File: src/rtl/secc_pkg.sv
`timescale 1ns/1ps
package secc_pkg;

    typedef enum logic [1:0] {
        ST_CLEAN    = 2'd0,
        ST_DATA_FIX = 2'd1,
        ST_CODE_ERR = 2'd2,
        ST_UNCORR   = 2'd3
    } secc_status_e;

    typedef enum logic [1:0] {
        S_IDLE   = 2'd0,
        S_GATHER = 2'd1,
        S_REPORT = 2'd2
    } secc_state_e;

    // Bits of a byte whose bit index has bit k set
    function automatic logic [7:0] lane_mask(input int k);
        logic [7:0] m;
        for (int b = 0; b < 8; b++) begin
            m[b] = ((b >> k) & 1) != 0;
        end
        return m;
    endfunction

endpackage

File: src/rtl/secc_ctrl.sv
`timescale 1ns/1ps
module secc_ctrl
    import secc_pkg::*;
#(
    parameter int SECTOR_BYTES = 512,
    parameter int OFF_W        = 9
) (
    input  logic             clk,
    input  logic             rst_n,
    input  logic             sector_start,
    input  logic             byte_valid,
    input  logic             check_mode,
    output logic             byte_accept,
    output logic             acc_clear,
    output logic [OFF_W-1:0] byte_offset,
    output logic             report,
    output logic             idle,
    output logic             mode_check
);

    localparam int               LAST_I   = SECTOR_BYTES - 1;
    localparam logic [OFF_W-1:0] LAST_OFF = LAST_I[OFF_W-1:0];

    secc_state_e      state_q;
    secc_state_e      state_d;
    logic [OFF_W-1:0] cnt_q;
    logic             mode_q;
    logic             last_byte;

    // Byte acceptance and offset for the parity datapath
    always_comb begin
        byte_accept = byte_valid && (sector_start || (state_q == S_GATHER));
        byte_offset = sector_start ? '0 : cnt_q;
        last_byte   = byte_accept && (byte_offset == LAST_OFF);
    end

    // Next state
    always_comb begin
        state_d = state_q;
        unique case (state_q)
            S_IDLE:   if (sector_start) state_d = S_GATHER;
            S_GATHER: if (last_byte)    state_d = S_REPORT;
            S_REPORT: state_d = sector_start ? S_GATHER : S_IDLE;
            default:  state_d = S_IDLE;
        endcase
        if (last_byte) begin
            state_d = S_REPORT;
        end
    end

    // State register
    always_ff @(posedge clk) begin
        if (!rst_n) begin
            state_q <= S_IDLE;
        end else begin
            state_q <= state_d;
        end
    end

    // Byte counter and captured mode
    always_ff @(posedge clk) begin
        if (!rst_n) begin
            cnt_q  <= '0;
            mode_q <= 1'b0;
        end else begin
            if (sector_start) begin
                cnt_q  <= byte_accept ? OFF_W'(1) : '0;
                mode_q <= check_mode;
            end else if (byte_accept) begin
                cnt_q  <= cnt_q + 1'b1;
            end
        end
    end

    // Outputs
    always_comb begin
        report     = (state_q == S_REPORT);
        idle       = (state_q == S_IDLE);
        acc_clear  = sector_start;
        mode_check = mode_q;
    end

endmodule

File: src/rtl/secc_accum.sv
`timescale 1ns/1ps
module secc_accum
    import secc_pkg::*;
#(
    parameter int HALF_W = 12,
    parameter int OFF_W  = HALF_W - 3
) (
    input  logic              clk,
    input  logic              rst_n,
    input  logic              clear,
    input  logic              accept,
    input  logic [OFF_W-1:0]  offset,
    input  logic [7:0]        data,
    output logic [HALF_W-1:0] set_par,
    output logic [HALF_W-1:0] clr_par
);

    logic [HALF_W-1:0] set_c;
    logic [HALF_W-1:0] clr_c;
    logic [HALF_W-1:0] set_q;
    logic [HALF_W-1:0] clr_q;
    logic              dpar;

    assign dpar = ^data;

    // Per position bit: the low three bits select lanes inside the byte,
    // the rest come from the byte offset and see the whole byte's parity.
    for (genvar k = 0; k < HALF_W; k++) begin : g_bit
        if (k < 3) begin : g_lane
            localparam logic [7:0] LMASK = lane_mask(k);
            assign set_c[k] = ^(data & LMASK);
            assign clr_c[k] = ^(data & ~LMASK);
        end else begin : g_off
            assign set_c[k] = dpar &  offset[k-3];
            assign clr_c[k] = dpar & ~offset[k-3];
        end
    end

    always_ff @(posedge clk) begin
        if (!rst_n) begin
            set_q <= '0;
            clr_q <= '0;
        end else if (clear || accept) begin
            set_q <= (clear ? '0 : set_q) ^ (accept ? set_c : '0);
            clr_q <= (clear ? '0 : clr_q) ^ (accept ? clr_c : '0);
        end
    end

    assign set_par = set_q;
    assign clr_par = clr_q;

endmodule

File: src/rtl/secc_classify.sv
`timescale 1ns/1ps
module secc_classify
    import secc_pkg::*;
#(
    parameter int SECTOR_BYTES = 512,
    parameter int HALF_W       = 12
) (
    input  logic [2*HALF_W-1:0] stored,
    input  logic [2*HALF_W-1:0] computed,
    input  logic                check_en,
    output secc_status_e        status,
    output logic [HALF_W-4:0]   offset,
    output logic [2:0]          bit_idx
);

    localparam int               CODE_W = 2 * HALF_W;
    localparam int               OFF_W  = HALF_W - 3;
    localparam logic [OFF_W:0]   LIMIT  = SECTOR_BYTES[OFF_W:0];

    logic [CODE_W-1:0] diff;
    logic [HALF_W-1:0] fold;
    logic              single;
    logic [OFF_W-1:0]  d_off;
    logic [2:0]        d_bit;

    always_comb begin
        diff   = stored ^ computed;
        fold   = diff[CODE_W-1:HALF_W] ^ diff[HALF_W-1:0];
        single = (diff != '0) && ((diff & (diff - CODE_W'(1))) == '0);
        d_off  = diff[CODE_W-1 -: OFF_W];
        d_bit  = diff[HALF_W+2:HALF_W];
    end

    always_comb begin
        status  = ST_CLEAN;
        offset  = '0;
        bit_idx = '0;
        if (check_en && (diff != '0)) begin
            if (&fold) begin
                if ({1'b0, d_off} < LIMIT) begin
                    status  = ST_DATA_FIX;
                    offset  = d_off;
                    bit_idx = d_bit;
                end else begin
                    status  = ST_UNCORR;
                end
            end else if (single) begin
                status = ST_CODE_ERR;
            end else begin
                status = ST_UNCORR;
            end
        end
    end

endmodule

File: src/rtl/sector_ecc_core.sv
`timescale 1ns/1ps
module sector_ecc_core
    import secc_pkg::*;
#(
    parameter int SECTOR_BYTES = 512,
    parameter int HALF_W       = 12
) (
    input  logic                clk,
    input  logic                rst_n,
    input  logic                sector_start,
    input  logic                byte_valid,
    input  logic [7:0]          byte_data,
    input  logic                check_mode,
    input  logic [2*HALF_W-1:0] stored_code,
    output logic [2*HALF_W-1:0] code_out,
    output logic                done,
    output logic [1:0]          status,
    output logic [HALF_W-4:0]   err_offset,
    output logic [2:0]          err_bit
);

    localparam int OFF_W = HALF_W - 3;

    logic              byte_accept;
    logic              acc_clear;
    logic [OFF_W-1:0]  byte_offset;
    logic              report;
    logic              ctrl_idle;
    logic              mode_check;
    logic [HALF_W-1:0] set_par;
    logic [HALF_W-1:0] clr_par;
    logic [2*HALF_W-1:0] code_w;
    secc_status_e      cls_status;
    logic [OFF_W-1:0]  cls_offset;
    logic [2:0]        cls_bit;

    secc_ctrl #(
        .SECTOR_BYTES (SECTOR_BYTES),
        .OFF_W        (OFF_W)
    ) u_ctrl (
        .clk          (clk),
        .rst_n        (rst_n),
        .sector_start (sector_start),
        .byte_valid   (byte_valid),
        .check_mode   (check_mode),
        .byte_accept  (byte_accept),
        .acc_clear    (acc_clear),
        .byte_offset  (byte_offset),
        .report       (report),
        .idle         (ctrl_idle),
        .mode_check   (mode_check)
    );

    secc_accum #(
        .HALF_W (HALF_W),
        .OFF_W  (OFF_W)
    ) u_accum (
        .clk     (clk),
        .rst_n   (rst_n),
        .clear   (acc_clear),
        .accept  (byte_accept),
        .offset  (byte_offset),
        .data    (byte_data),
        .set_par (set_par),
        .clr_par (clr_par)
    );

    assign code_w = ~{set_par, clr_par};

    secc_classify #(
        .SECTOR_BYTES (SECTOR_BYTES),
        .HALF_W       (HALF_W)
    ) u_classify (
        .stored   (stored_code),
        .computed (code_w),
        .check_en (mode_check),
        .status   (cls_status),
        .offset   (cls_offset),
        .bit_idx  (cls_bit)
    );

    // Outputs: the result is presented only in the report cycle
    always_comb begin
        code_out   = code_w;
        done       = report;
        status     = ST_CLEAN;
        err_offset = '0;
        err_bit    = '0;
        if (report) begin
            status     = cls_status;
            err_offset = cls_offset;
            err_bit    = cls_bit;
        end
    end

endmodule

File: config.mk
export PLATFORM = sky130hd
export DESIGN_NAME = sector_ecc_core
export DESIGN_NICKNAME = d
export VERILOG_FILES = /design/src/rtl/secc_pkg.sv /design/src/rtl/secc_ctrl.sv /design/src/rtl/secc_accum.sv /design/src/rtl/secc_classify.sv /design/src/rtl/sector_ecc_core.sv
export SDC_FILE = /design/constraint.sdc
export NUM_CORES = 1
export LEC_CHECK = 0
export ABC_AREA = 1
export BUFFER_PORTS_ARGS = -buffer_cell sky130_fd_sc_hd__buf_2
export CORE_ASPECT_RATIO = 1.4
export CORE_MARGIN = 2
export CORE_UTILIZATION = 36
export DETAILED_ROUTE_END_ITERATION = 8
export SETUP_SLACK_MARGIN = 0.05
export SKIP_LAST_GASP = 1
export SLEW_MARGIN = 20
export SYNTH_ARGS = -nofsm -noshare
export SYNTH_HDL_FRONTEND = slang
export SYNTH_HIERARCHICAL = 1
export SYNTH_SLANG_ARGS = --single-unit
File: constraint.sdc
create_clock -name clk -period 2.17 [get_ports clk]
set_clock_uncertainty 0.1 [all_clocks]
set_input_delay 0.1085 -clock clk [delete_from_list [all_inputs] [get_ports clk]]
set_output_delay 0.1085 -clock clk [all_outputs]
set_load 0.02 [all_outputs]
; Word-level counts from Yosys, hierarchy flattened
; Index checks and enable logic that the tools add are counted.
[word_totals]
ff_bits = 36
output_inout_bits = 39
[classes]
add_sub_neg = 2
eq_ne = 6
n_mux = 22
bitwise_logic = 35
n_reduce_logical = 21
[ops]
columns = operator, n
row1 = XOR reduction 8 bit, 7
row2 = 2-to-1 mux 9 bit, 6
row3 = 2-to-1 mux 12 bit, 4
row4 = bitwise XOR 12 bit, 3
row5 = AND 24 bit, 1
row6 = logical NOT 24 bit, 1
row7 = inverter 24 bit, 1
row8 = nonzero test 24 bit, 1
row9 = subtractor 24 x 1 -> 24 bit (second input constant), 1
row10 = bitwise XOR 24 bit, 1
row11 = AND 1 bit, 18
row12 = AND reduction 12 bit, 1
row13 = inverter 1 bit, 11
row14 = 2-to-1 mux 2 bit, 5
row15 = adder 9 x 1 -> 9 bit (second input constant), 1
row16 = == test 9 bit (second input constant), 1
row17 = 2-to-1 mux 3 bit, 3
row18 = case mux 2 bit (3 select lines), 1
row19 = logical AND 1 bit, 4
row20 = AND reduction 2 bit, 2
row21 = 2-to-1 mux 1 bit, 3
row22 = inequality test 3 x 2 -> 1 bit (second input constant), 1
row23 = == test 2 x 1 -> 1 bit (second input constant), 1
row24 = == test 2 bit (second input constant), 1
row25 = other kinds (6), 7

; Depth between registers and ports, before layout
; Gate-level depths: netlist of the first run.
[logic_depth]
word_depth = 10
ltp_mapped = 17
ltp_nobuf = 17

; Modules after synthesis
; The synthesis of the first run kept the hierarchy.
[modules_own_cells]
columns = mod, instances, cells_each, area_per_inst_um2
row1 = secc_accum, 1, 301, 1750.4
row2 = secc_classify, 1, 317, 1397.6
row3 = secc_ctrl, 1, 102, 675.6
row4 = sector_ecc_core, 1, 53, 206.4

; Worst setup path after synthesis of the first run
; No wires, ideal clock.
[synth_timing]
path_type = register to output
startpoint = register u_accum.clr_q[7] (netlist: u_accum/clr_par[7])
endpoint = output port err_offset[7]
t_arrival_ps = 1722
required_time_ps = 1961
slack_ps = 239
path_stages_with_launch = 14
path_buffers = 1
cell_sequence = dfxtp_1 > inv_1 > inv_1 > nand2_1 > nand2_2 > xnor2_1 > nor3_2 > nand4_1 > nor2_2 > nand2_2 > buf_6 > nor2_2 > nand2_1 > inv_1
[synth_between]
elab_chain_len = 7
[synth_rtl]
columns = element, line
row1 = start: declaration, secc_accum.sv:21  ; logic [HALF_W-1:0] clr_q;
row2 = start signal: assignment, secc_accum.sv:45  ; clr_q <= (clear ? '0 : clr_q) ^ (accept ? clr_c : '0);
row3 = inverter 24 bit (*), sector_ecc_core.sv:68  ; assign code_w = ~{set_par, clr_par};
row4 = named net code_out[7], sector_ecc_core.sv:15  ; output logic [2*HALF_W-1:0] code_out,
row5 = bitwise XOR 24 bit (*), secc_classify.sv:27  ; diff = stored ^ computed;
row6 = bitwise XOR 12 bit, secc_classify.sv:28  ; fold = diff[CODE_W-1:HALF_W] ^ diff[HALF_W-1:0];
row7 = AND reduction 12 bit, secc_classify.sv:39  ; if (&fold) begin
row8 = 2-to-1 mux 9 bit, secc_classify.sv:39
row9 = 2-to-1 mux 9 bit (*), secc_classify.sv:38  ; if (check_en && (diff != '0)) begin
row10 = named net cls_offset[7], sector_ecc_core.sv:34  ; logic [OFF_W-1:0] cls_offset;
row11 = 2-to-1 mux 9 bit (*), sector_ecc_core.sv:89  ; if (report) begin
row12 = end: declaration, sector_ecc_core.sv:18  ; output logic [HALF_W-4:0] err_offset,
; The timed path passes the listed nets; every way through them passes the cells marked *.

; Final worst setup path of the first run
[layout_timing]
startpoint = register u_accum.clr_q[8] (netlist: u_accum/clr_par[8])
endpoint = output port status[0]
[layout_between]
elab_chain_len = 10
[layout_rtl]
columns = element, line
row1 = inverter 24 bit (*), sector_ecc_core.sv:68
row2 = bitwise XOR 24 bit (*), secc_classify.sv:27
row3 = subtractor 24 x 1 -> 24 bit, secc_classify.sv:29  ; single = (diff != '0) && ((diff & (diff - CODE_W'(1))) == '0);
row4 = AND 24 bit, secc_classify.sv:29
row5 = logical NOT 24 bit, secc_classify.sv:29
row6 = logical AND 1 bit, secc_classify.sv:29
row7 = 2-to-1 mux 1 bit, secc_classify.sv:47  ; end else if (single) begin
row8 = 2-to-1 mux 2 bit, secc_classify.sv:39
row9 = 2-to-1 mux 2 bit (*), secc_classify.sv:38
row10 = named net cls_status[0], sector_ecc_core.sv:33  ; secc_status_e cls_status;
row11 = 2-to-1 mux 2 bit (*), sector_ecc_core.sv:89
row12 = end: declaration, sector_ecc_core.sv:17  ; output logic [1:0] status,
; Marked as above.

==> results of run 1 <==
[metal layers]
layer | vias to the layer above | track usage [%]
li1 | 2451 | -
met1 | 1949 | 21.0
met2 | 72 | 36.6
met3 | 29 | 2.38
met4 | 0 | 8.04
met5 | - | 0
[worst paths after layout]
path | to | cells past startpoint | start
setup / recovery | status[0] | 17 | u_accum/clr_par[8]
hold / removal | u_ctrl/cnt_q[1] | 3 | byte_valid
setup reg to reg | u_accum/clr_par[4] | 10 | u_ctrl/state_q[0]
hold reg to reg | u_ctrl/cnt_q[5] | 2 | u_ctrl/cnt_q[4]
[where the power goes]
| part | leakage (nW) | switching [W] | internal [W] |
|---|---|---|---|
| clock network | 0.0701 | 0.000290 | 0.000458 |
| logic | 2.64 | 0.000468 | 0.000247 |
| registers | 0.296 | 0.0000173 | 0.000689 |
[layout make-up]
type / instances / area, µm²
timing repair buffer: 103 / 657
fill: 1212 / 5850
sequential: 36 / 728
inverter: 171 / 647
multi-input combinational: 549 / 2660
clock buffer: 7 / 143
clock inverter: 1 / 7.51
tap: 141 / 176
[per-stage QoR]
step / utilization [%] / worst slack [ps] / cell area, µm²
floorplan: - / 239 / 4030
global placement: 42.0 / -31.6 / 4570
detailed placement: 42.0 / 3.20 / 4570
CTS: 44.3 / -217 / 4810
global route: 46.1 / -473 / 5010
finish: 46.1 / -254 / 5010
[tightest hold or removal path, stage by stage]
cell     delay (ps)
buf_2           140
nand2_8         110
a21oi_1          70
[state kept, by name, summed over array words and instances, names as in the netlist]
register,cells
u_accum/clr_par,12
u_accum/set_par,12
u_ctrl/cnt_q,9
u_ctrl/state_q,2
u_ctrl/mode_check,1
[layout by cell type, fill, tap and decap left out, drive strengths merged]
master / instances
nand2: 334
inv: 171
nor2: 111
buf: 100
dfxtp: 36
nand3: 36
nand4: 22
o21ai: 15
a21oi: 12
clkbuf: 8
xnor2: 7
xor2: 4
nor3: 4
dlygate4sd3: 2
clkinvlp: 1
o21a: 1
nand3b: 1
and2: 1
ha: 1
[repair_timing]
item / CTS / global route
cloned: 0 / 1
hold buffers: 2 / 0
endpoints found under the setup margin: 14 / 14
gates resized for setup: 25 / 44
hold endpoints to repair: 2 / 0
setup buffers: 4 / 7
pin swaps: 2 / 8
==> results.ini, run 1 <==
[placement]
finalWeightedCongestion=1.02
io_buffers=75
dp_hpwl_um=8910
place_inst=986

[route]
wl_per_cell_um=11.1
maxUsedRoutingLayer=met4
vias=4501
wl_met1_um=4580
ant_nets=0
drt-initial-drc-count=165
wl_met3_um=315
drcViolationCount=0
vias_per_cell=4.47
drt_first_pass_iters=5
route.met2.wl_um=5880
wirelength_um=11100

[clock_network]
cts_buffers=5
clk_latency_ps=290
clkTransAtPathRegs_ps=60
clock-root-buffer=clkbuf_16
tritoncts=built
cts_sinks=36
clk_path_buf_depth=2
htreeDepth=2

[run_status]
status=finished, violations left
violations=setup timing

[timing]
setup_viol=14
period_needed_ps=2420
setup_ws_ps=-254
setup_tns_ps=-2710
max_slew_margin_pct=66.5
worst_slew_pin_slew_ps=500
finalHoldViolCount=0
max_freq_mhz=413
whs_ps=95.5
rsz0062_at_grt=true
slew_violations=0
fin_crit_sh_pct=112

[layout]
antenna_cells=0
layout.nets=904
drive_above_1_share_pct=26.2
stdcell_count=1008
areaGrowthSynthToFinish_pct=24.5

[grt]
grt_pass1_vias=4165
antenna_found_initial=0
grt_max_degree=37
grt_usage_pct=19.2
grt_overflow=0
grt_pass1_wl_um=18900

[critical_path]
path_max_fanout=4
slowest_stage=dfxtp_1
critPathKind=flop to output pin
crit_path_frequent_cell=nand2_1
critPathRequiredTime_ps=1960
rrSetupSlack_ps=540
crit_arrival_ps=2220
cp-end-kind=output pin
critical_path.cell_chain=inv_1 > inv_1 > nand2_1 > nand2_1 > nor2_2 > nand2_1 > nor2_2 > nand2_1 > nand2_1 > nand2_1 > nor2_1 > nand3_1 > nor2_1 > nor2_1 > nand2_1 > inv_1 > buf_2
cp_num_buf_inv=4
path_delay_family=simple AND/OR/NAND/NOR gates
start_kind=flop
slowest_delay_ps=310

[floorplan]
start_util_pct=37.1
core_area_um2=10900
io_pins=76
die_w_um=93.4
die_area_um2=12100
rows=45
die_y_um=129

[job]
maxCapViolCount=0

[min_path]
hold_path.class=primary input to flop

[power]
p_leak_nw=3.01
power_density_nw_per_um2=433
fin_total_pwr_w=0.00217
vdd_drop_max_mv=0.328

[logic_synthesis]
syn_avg_cell_area_um2=5.22
synthesis.nets=810
ys_warn_count=6
syn_area_um2=4030
synthCells=772

No activity file was read; power rests on OpenSTA's default activity.
==> run 2: changes to the inputs <==
--- a/config.mk
+++ b/config.mk
@@ -18,3 +18,4 @@
 export SYNTH_HDL_FRONTEND = slang
 export SYNTH_HIERARCHICAL = 1
 export SYNTH_SLANG_ARGS = --single-unit
+export TNS_END_PERCENT = 20
==> run 2 against run 1 <==
Compared with the run above:
- the run still ends with setup timing left
- global-route usage is 0.072 points lower
- combinational power decreased by 2%
- non-clock buffer count down 5
- register-to-register slack hardly changed
- clock power is essentially flat
- first-iteration DRC count is 19% lower
- fmax down 0.87%
- sequential cell count stayed put
==> results.ini, run 2 (same netlist as run 1, synthesis figures left out) <==
[run_status]
status=finished, violations left
violations=setup timing

[critical_path]
start_kind=flop
cp-end-kind=output pin
rrSetupSlack_ps=540
worstReg2RegEnd=u_accum/clr_par[4]
crit_arrival_ps=2240
path_max_fanout=5
rr_worst_depth=10
r2r_start=u_ctrl/state_q[0]
critPathRequiredTime_ps=1960
critPathKind=flop to output pin

[min_path]
hold_path_depth=3
hold_path.class=primary input to flop
hold_path_end=u_ctrl/cnt_q[1]
min_from=byte_valid

[timing]
fin_crit_sh_pct=113
max_freq_mhz=409
rsz0062_at_grt=true
whs_ps=95.8
max_slew_margin_pct=66.6
worst_slew_pin_slew_ps=498
setup_viol=14
finalHoldViolCount=0
setup_ws_ps=-276
period_needed_ps=2450
slew_violations=0

[layout]
areaGrowthSynthToFinish_pct=22.3
stdcell_count=1003
final_util_pct=45.3
drive_above_1_share_pct=23.9
mostFrequentLayoutCells=nand2_1 (301), inv_1 (148), nor2_1 (85)
final_common_cell=nand2_1
stdcell_area_um2=4920
layout.nets=899
antenna_cells=0

[grt]
grt_max_degree=37
grt_overflow=0
antenna_found_initial=0
grt_usage_pct=19.1
grt_pass1_wl_um=18800
grt_pass1_vias=4140

[placement]
dp_slack_ps=3.20
place_inst=986
io_buffers=75
place_area_um2=4570
dp_hpwl_um=8910
finalWeightedCongestion=1.02

[power]
vdd_drop_max_mv=0.326
power_switching_w=0.000766
swShare_pct=35.6
combPwrFrac_pct=32.5
pwr-share-clk_pct=34.6
p_leak_nw=2.95
seqPwrFrac_pct=32.8
power_density_nw_per_um2=437
internal_power_w=0.00138

[route]
drt-initial-drc-count=133
wirelength_um=11000
drcViolationCount=0
wl_per_cell_um=11.0
ant_nets=0
drt_first_pass_iters=4
vias=4454
vias_per_cell=4.44

[clock_network]
tritoncts=built
clkTransAtPathRegs_ps=50
cts_sinks=36
clk_path_buf_depth=2
cts_buffers=5
clk_latency_ps=280
clock-root-buffer=clkbuf_16
htreeDepth=2

[floorplan]
start_util_pct=37.1
io_pins=76
die_w_um=93.4
die_y_um=129
die_area_um2=12100
rows=45
core_area_um2=10900

[job]
maxCapViolCount=0

## run 2: cell types whose count changed in the layout (fill, tap and decap cells not counted), moves of 3 or more
cell | previous run | this run
nand2_1 | 298 | 301
nor2_2 | 18 | 14
nor2_1 | 80 | 85
buf_2 | 68 | 65
inv_1 | 145 | 148
inv_2 | 25 | 22
## run 2: timing repair
action | 4_1_cts | 5_1_grt
gates resized for setup | 6 | 46
pin swaps | 2 | 16
endpoints found under the hold margin | 2 | 0
cloned | 0 | 1
setup buffers | 1 | 5
setup endpoints to repair | 14 | 14
hold buffers | 2 | 0
## run 2: stage by stage
stage	power (W)	TNS (ps)
after global placement	0.00138	-31.6
final	0.00215	-3290
after CTS	0.00214	-2870
after global routing	0.00229	-5630
after floorplan	0.00120	0
after detailed placement	0.00138	0
## run 2: power groups by stage
stage / combinational, W / clock [W] / sequential, W
final: 0.000700 / 0.000744 / 0.000706
after CTS: 0.000671 / 0.000770 / 0.000703
after detailed placement: 0.000663 / 0 / 0.000717
after global routing: 0.000788 / 0.000796 / 0.000709
after global placement: 0.000664 / 0 / 0.000717
after floorplan: 0.000485 / 0 / 0.000713
## run 2: worst max path at each step
| stage | from | depth (start not counted) | to | slack (ps) |
|---|---|---|---|---|
| 4_1_cts | u_accum/clr_par[6] | 16 | err_bit[0] | -240 |
| 3_3_place_gp | u_accum/clr_par[8] | 17 | status[0] | -30 |
| 3_5_place_dp | u_accum/clr_par[8] | 17 | status[0] | 3 |
| 6_report | u_accum/clr_par[6] | 16 | err_offset[5] | -280 |
| 5_1_grt | u_accum/clr_par[6] | 16 | err_offset[5] | -440 |
| 2_1_floorplan | u_accum/clr_par[7] | 13 | err_offset[7] | 240 |
## run 2: routing by layer
metal	wire length, µm	vias up	global-route usage [%]	share of wire, %
li1	-	2437	-	-
met1	4650	1920	21.2	42
met2	5780	72	36.0	52
met3	284	25	2.21	2.6
met4	327	0	8.65	3.0
met5	0	-	0	0
## run 2: final cells by class
class / count / area, µm²
flip-flops and latches: 36 / 726
fillers: 1233 / 5940
multi-input cells: 549 / 2610
well taps: 141 / 176
clock buffers: 7 / 143
clock inverters: 1 / 7.51
inverters: 171 / 647
repair buffers: 98 / 619
## run 2: worst max-delay path, stage by stage (launching register included)
cell	delay [ps]
dfxtp_1	320
inv_2	60
inv_1	40
nand2_1	60
nand2_2	90
buf_4	150
nor2_4	70
nand2_2	70
nor2_4	170
nand3_2	110
o21a_1	230
nand2_2	130
clkbuf_16	170
nor2_2	30
nand2_1	50
inv_1	30
buf_4	140
==> run 3: changes to the inputs <==
--- a/config.mk
+++ b/config.mk
@@ -12,6 +12,7 @@
 export CORE_UTILIZATION = 36
 export DETAILED_ROUTE_END_ITERATION = 8
 export SETUP_SLACK_MARGIN = 0.05
+export SKIP_CTS_REPAIR_TIMING = 1
 export SKIP_LAST_GASP = 1
 export SLEW_MARGIN = 20
 export SYNTH_ARGS = -nofsm -noshare
==> run 3 against run 2 <==
Compared with the run above:
- fmax down 0.33%
- sequential cell count is the same
- via count fell by 0.45%
- largest cell class unchanged
- power shrank 0.40%
- critical endpoint unchanged
- critical path type unchanged
- core utilization is 0.32 points lower
- first-iteration DRC count is 15% higher
- setup slack got worse by 8.1 ps
- the flow finishes with violations (hold timing, setup timing)
- final area decreased by 0.71%
- register-to-register slack about the same
==> results.ini, run 3 (same netlist as run 1, synthesis figures left out) <==
[route]
drcViolationCount=0
ant_nets=0
drt_first_pass_iters=5
wirelength_um=11000
drt-initial-drc-count=153
vias_per_cell=4.43
vias=4434
wl_per_cell_um=11.0

[grt]
grt_pass1_vias=4114
antenna_found_initial=0
grt_usage_pct=18.9
grt_pass1_wl_um=18600
grt_max_degree=37
grt_overflow=0

[power]
fin_total_pwr_w=0.00214
power_density_nw_per_um2=438
p_leak_nw=2.94
vdd_drop_max_mv=0.325

[timing]
period_needed_ps=2450
max_freq_mhz=408
whs_ps=-7.95
finalHoldViolCount=1
max_slew_margin_pct=66.6
rsz0062_at_grt=true
slew_violations=0
setup_ws_ps=-284
setup_viol=14
fin_crit_sh_pct=113
worst_slew_pin_slew_ps=499

[floorplan]
die_y_um=129
io_pins=76
core_area_um2=10900
rows=45
die_w_um=93.4
die_area_um2=12100
start_util_pct=37.1

[layout]
mostFrequentLayoutCells=nand2_1 (302), inv_1 (150), nor2_1 (86)
nFillCells=1238
layout.nets=896
areaGrowthSynthToFinish_pct=21.4
final_common_cell=nand2_1
drive_above_1_share_pct=23.3
antenna_cells=0

[critical_path]
path_delay_family=simple AND/OR/NAND/NOR gates
critical_path.cell_chain=inv_2 > nand2_1 > nand2_4 > inv_2 > nand2_2 > nand4_1 > nor3_2 > nand4_1 > nor2_2 > nand2_2 > clkbuf_16 > nor2_2 > nand2_1 > inv_1 > buf_4
critPathRequiredTime_ps=1960
slowest_delay_ps=320
cp_num_buf_inv=5
cp-end-kind=output pin
path_max_fanout=5
crit_arrival_ps=2250
start_kind=flop
slowest_stage=dfxtp_2
critPathKind=flop to output pin

[placement]
dp_slack_ps=3.20
finalWeightedCongestion=1.02
dp_hpwl_um=8910
io_buffers=75

[min_path]
hold_path.class=primary input to flop

[clock_network]
clk_latency_ps=280
cts_sinks=36
clk_path_buf_depth=2
tritoncts=built
cts_buffers=5
clkTransAtPathRegs_ps=60
htreeDepth=2
clock-root-buffer=clkbuf_16

[job]
maxCapViolCount=0

[run_status]
status=finished, violations left
violations=hold timing, setup timing

[run 3: per-stage QoR]
step	hold slack (ps)	std cells	area (µm²)	TNS (ps)	utilization (%)
2_1_floorplan	142	772	4030	0	-
5_1_grt	25.2	1000	4890	-5580	45.0
3_3_place_gp	250	986	4570	-31.6	42.0
4_1_cts	-42.7	994	4720	-3270	43.4
3_5_place_dp	258	986	4570	0	42.0
6_report	-7.95	1000	4890	-3280	45.0
[run 3: final timing paths]
kind / startpoint / endpoint / slack, ps / cells past startpoint
max: u_accum/clr_par[1] / err_offset[5] / -280 / 15
min: rst_n / u_ctrl/state_q[1] / -8 / 3
max reg2reg: u_ctrl/state_q[0] / u_accum/clr_par[4] / 540 / 10
min reg2reg: u_ctrl/cnt_q[4] / u_ctrl/cnt_q[5] / 380 / 2
[run 3: final cells by class]
| class | instances | area (µm²) | area share [%] |
|---|---|---|---|
| timing repair buffer | 95 | 594 | 12.2 |
| multi-input combinational | 549 | 2600 | 53.1 |
| inverter | 171 | 647 | 13.2 |
| tap | 141 | 176 | 3.61 |
| sequential | 36 | 726 | 14.8 |
| clock inverter | 1 | 7.51 | 0.154 |
| clock buffer | 7 | 143 | 2.92 |
[run 3: routing by layer]
metal,vias to the layer above,wire [µm],global-route usage (%)
li1,2426,-,-
met5,-,0,0
met2,65,5830,35.9
met4,0,301,8.22
met1,1923,4570,20.8
met3,20,294,2.27
[run 3: where the power goes]
| part | switching [W] | total, W | internal (W) |
|---|---|---|---|
| logic | 0.000458 | 0.000692 | 0.000233 |
| clock network | 0.000287 | 0.000744 | 0.000457 |
| registers | 0.0000168 | 0.000705 | 0.000689 |
| total | 0.000762 | 0.00214 | 0.00138 |
[run 3: worst register-to-register path, cell delays in order (launching register included)]
cell	delay [ps]
dfxtp_1	360
nand2_2	90
nand2_4	100
nand2_8	80
inv_6	140
inv_1	200
nor2_1	190
nand3_1	110
nand2_1	80
inv_1	40
nor2_1	80
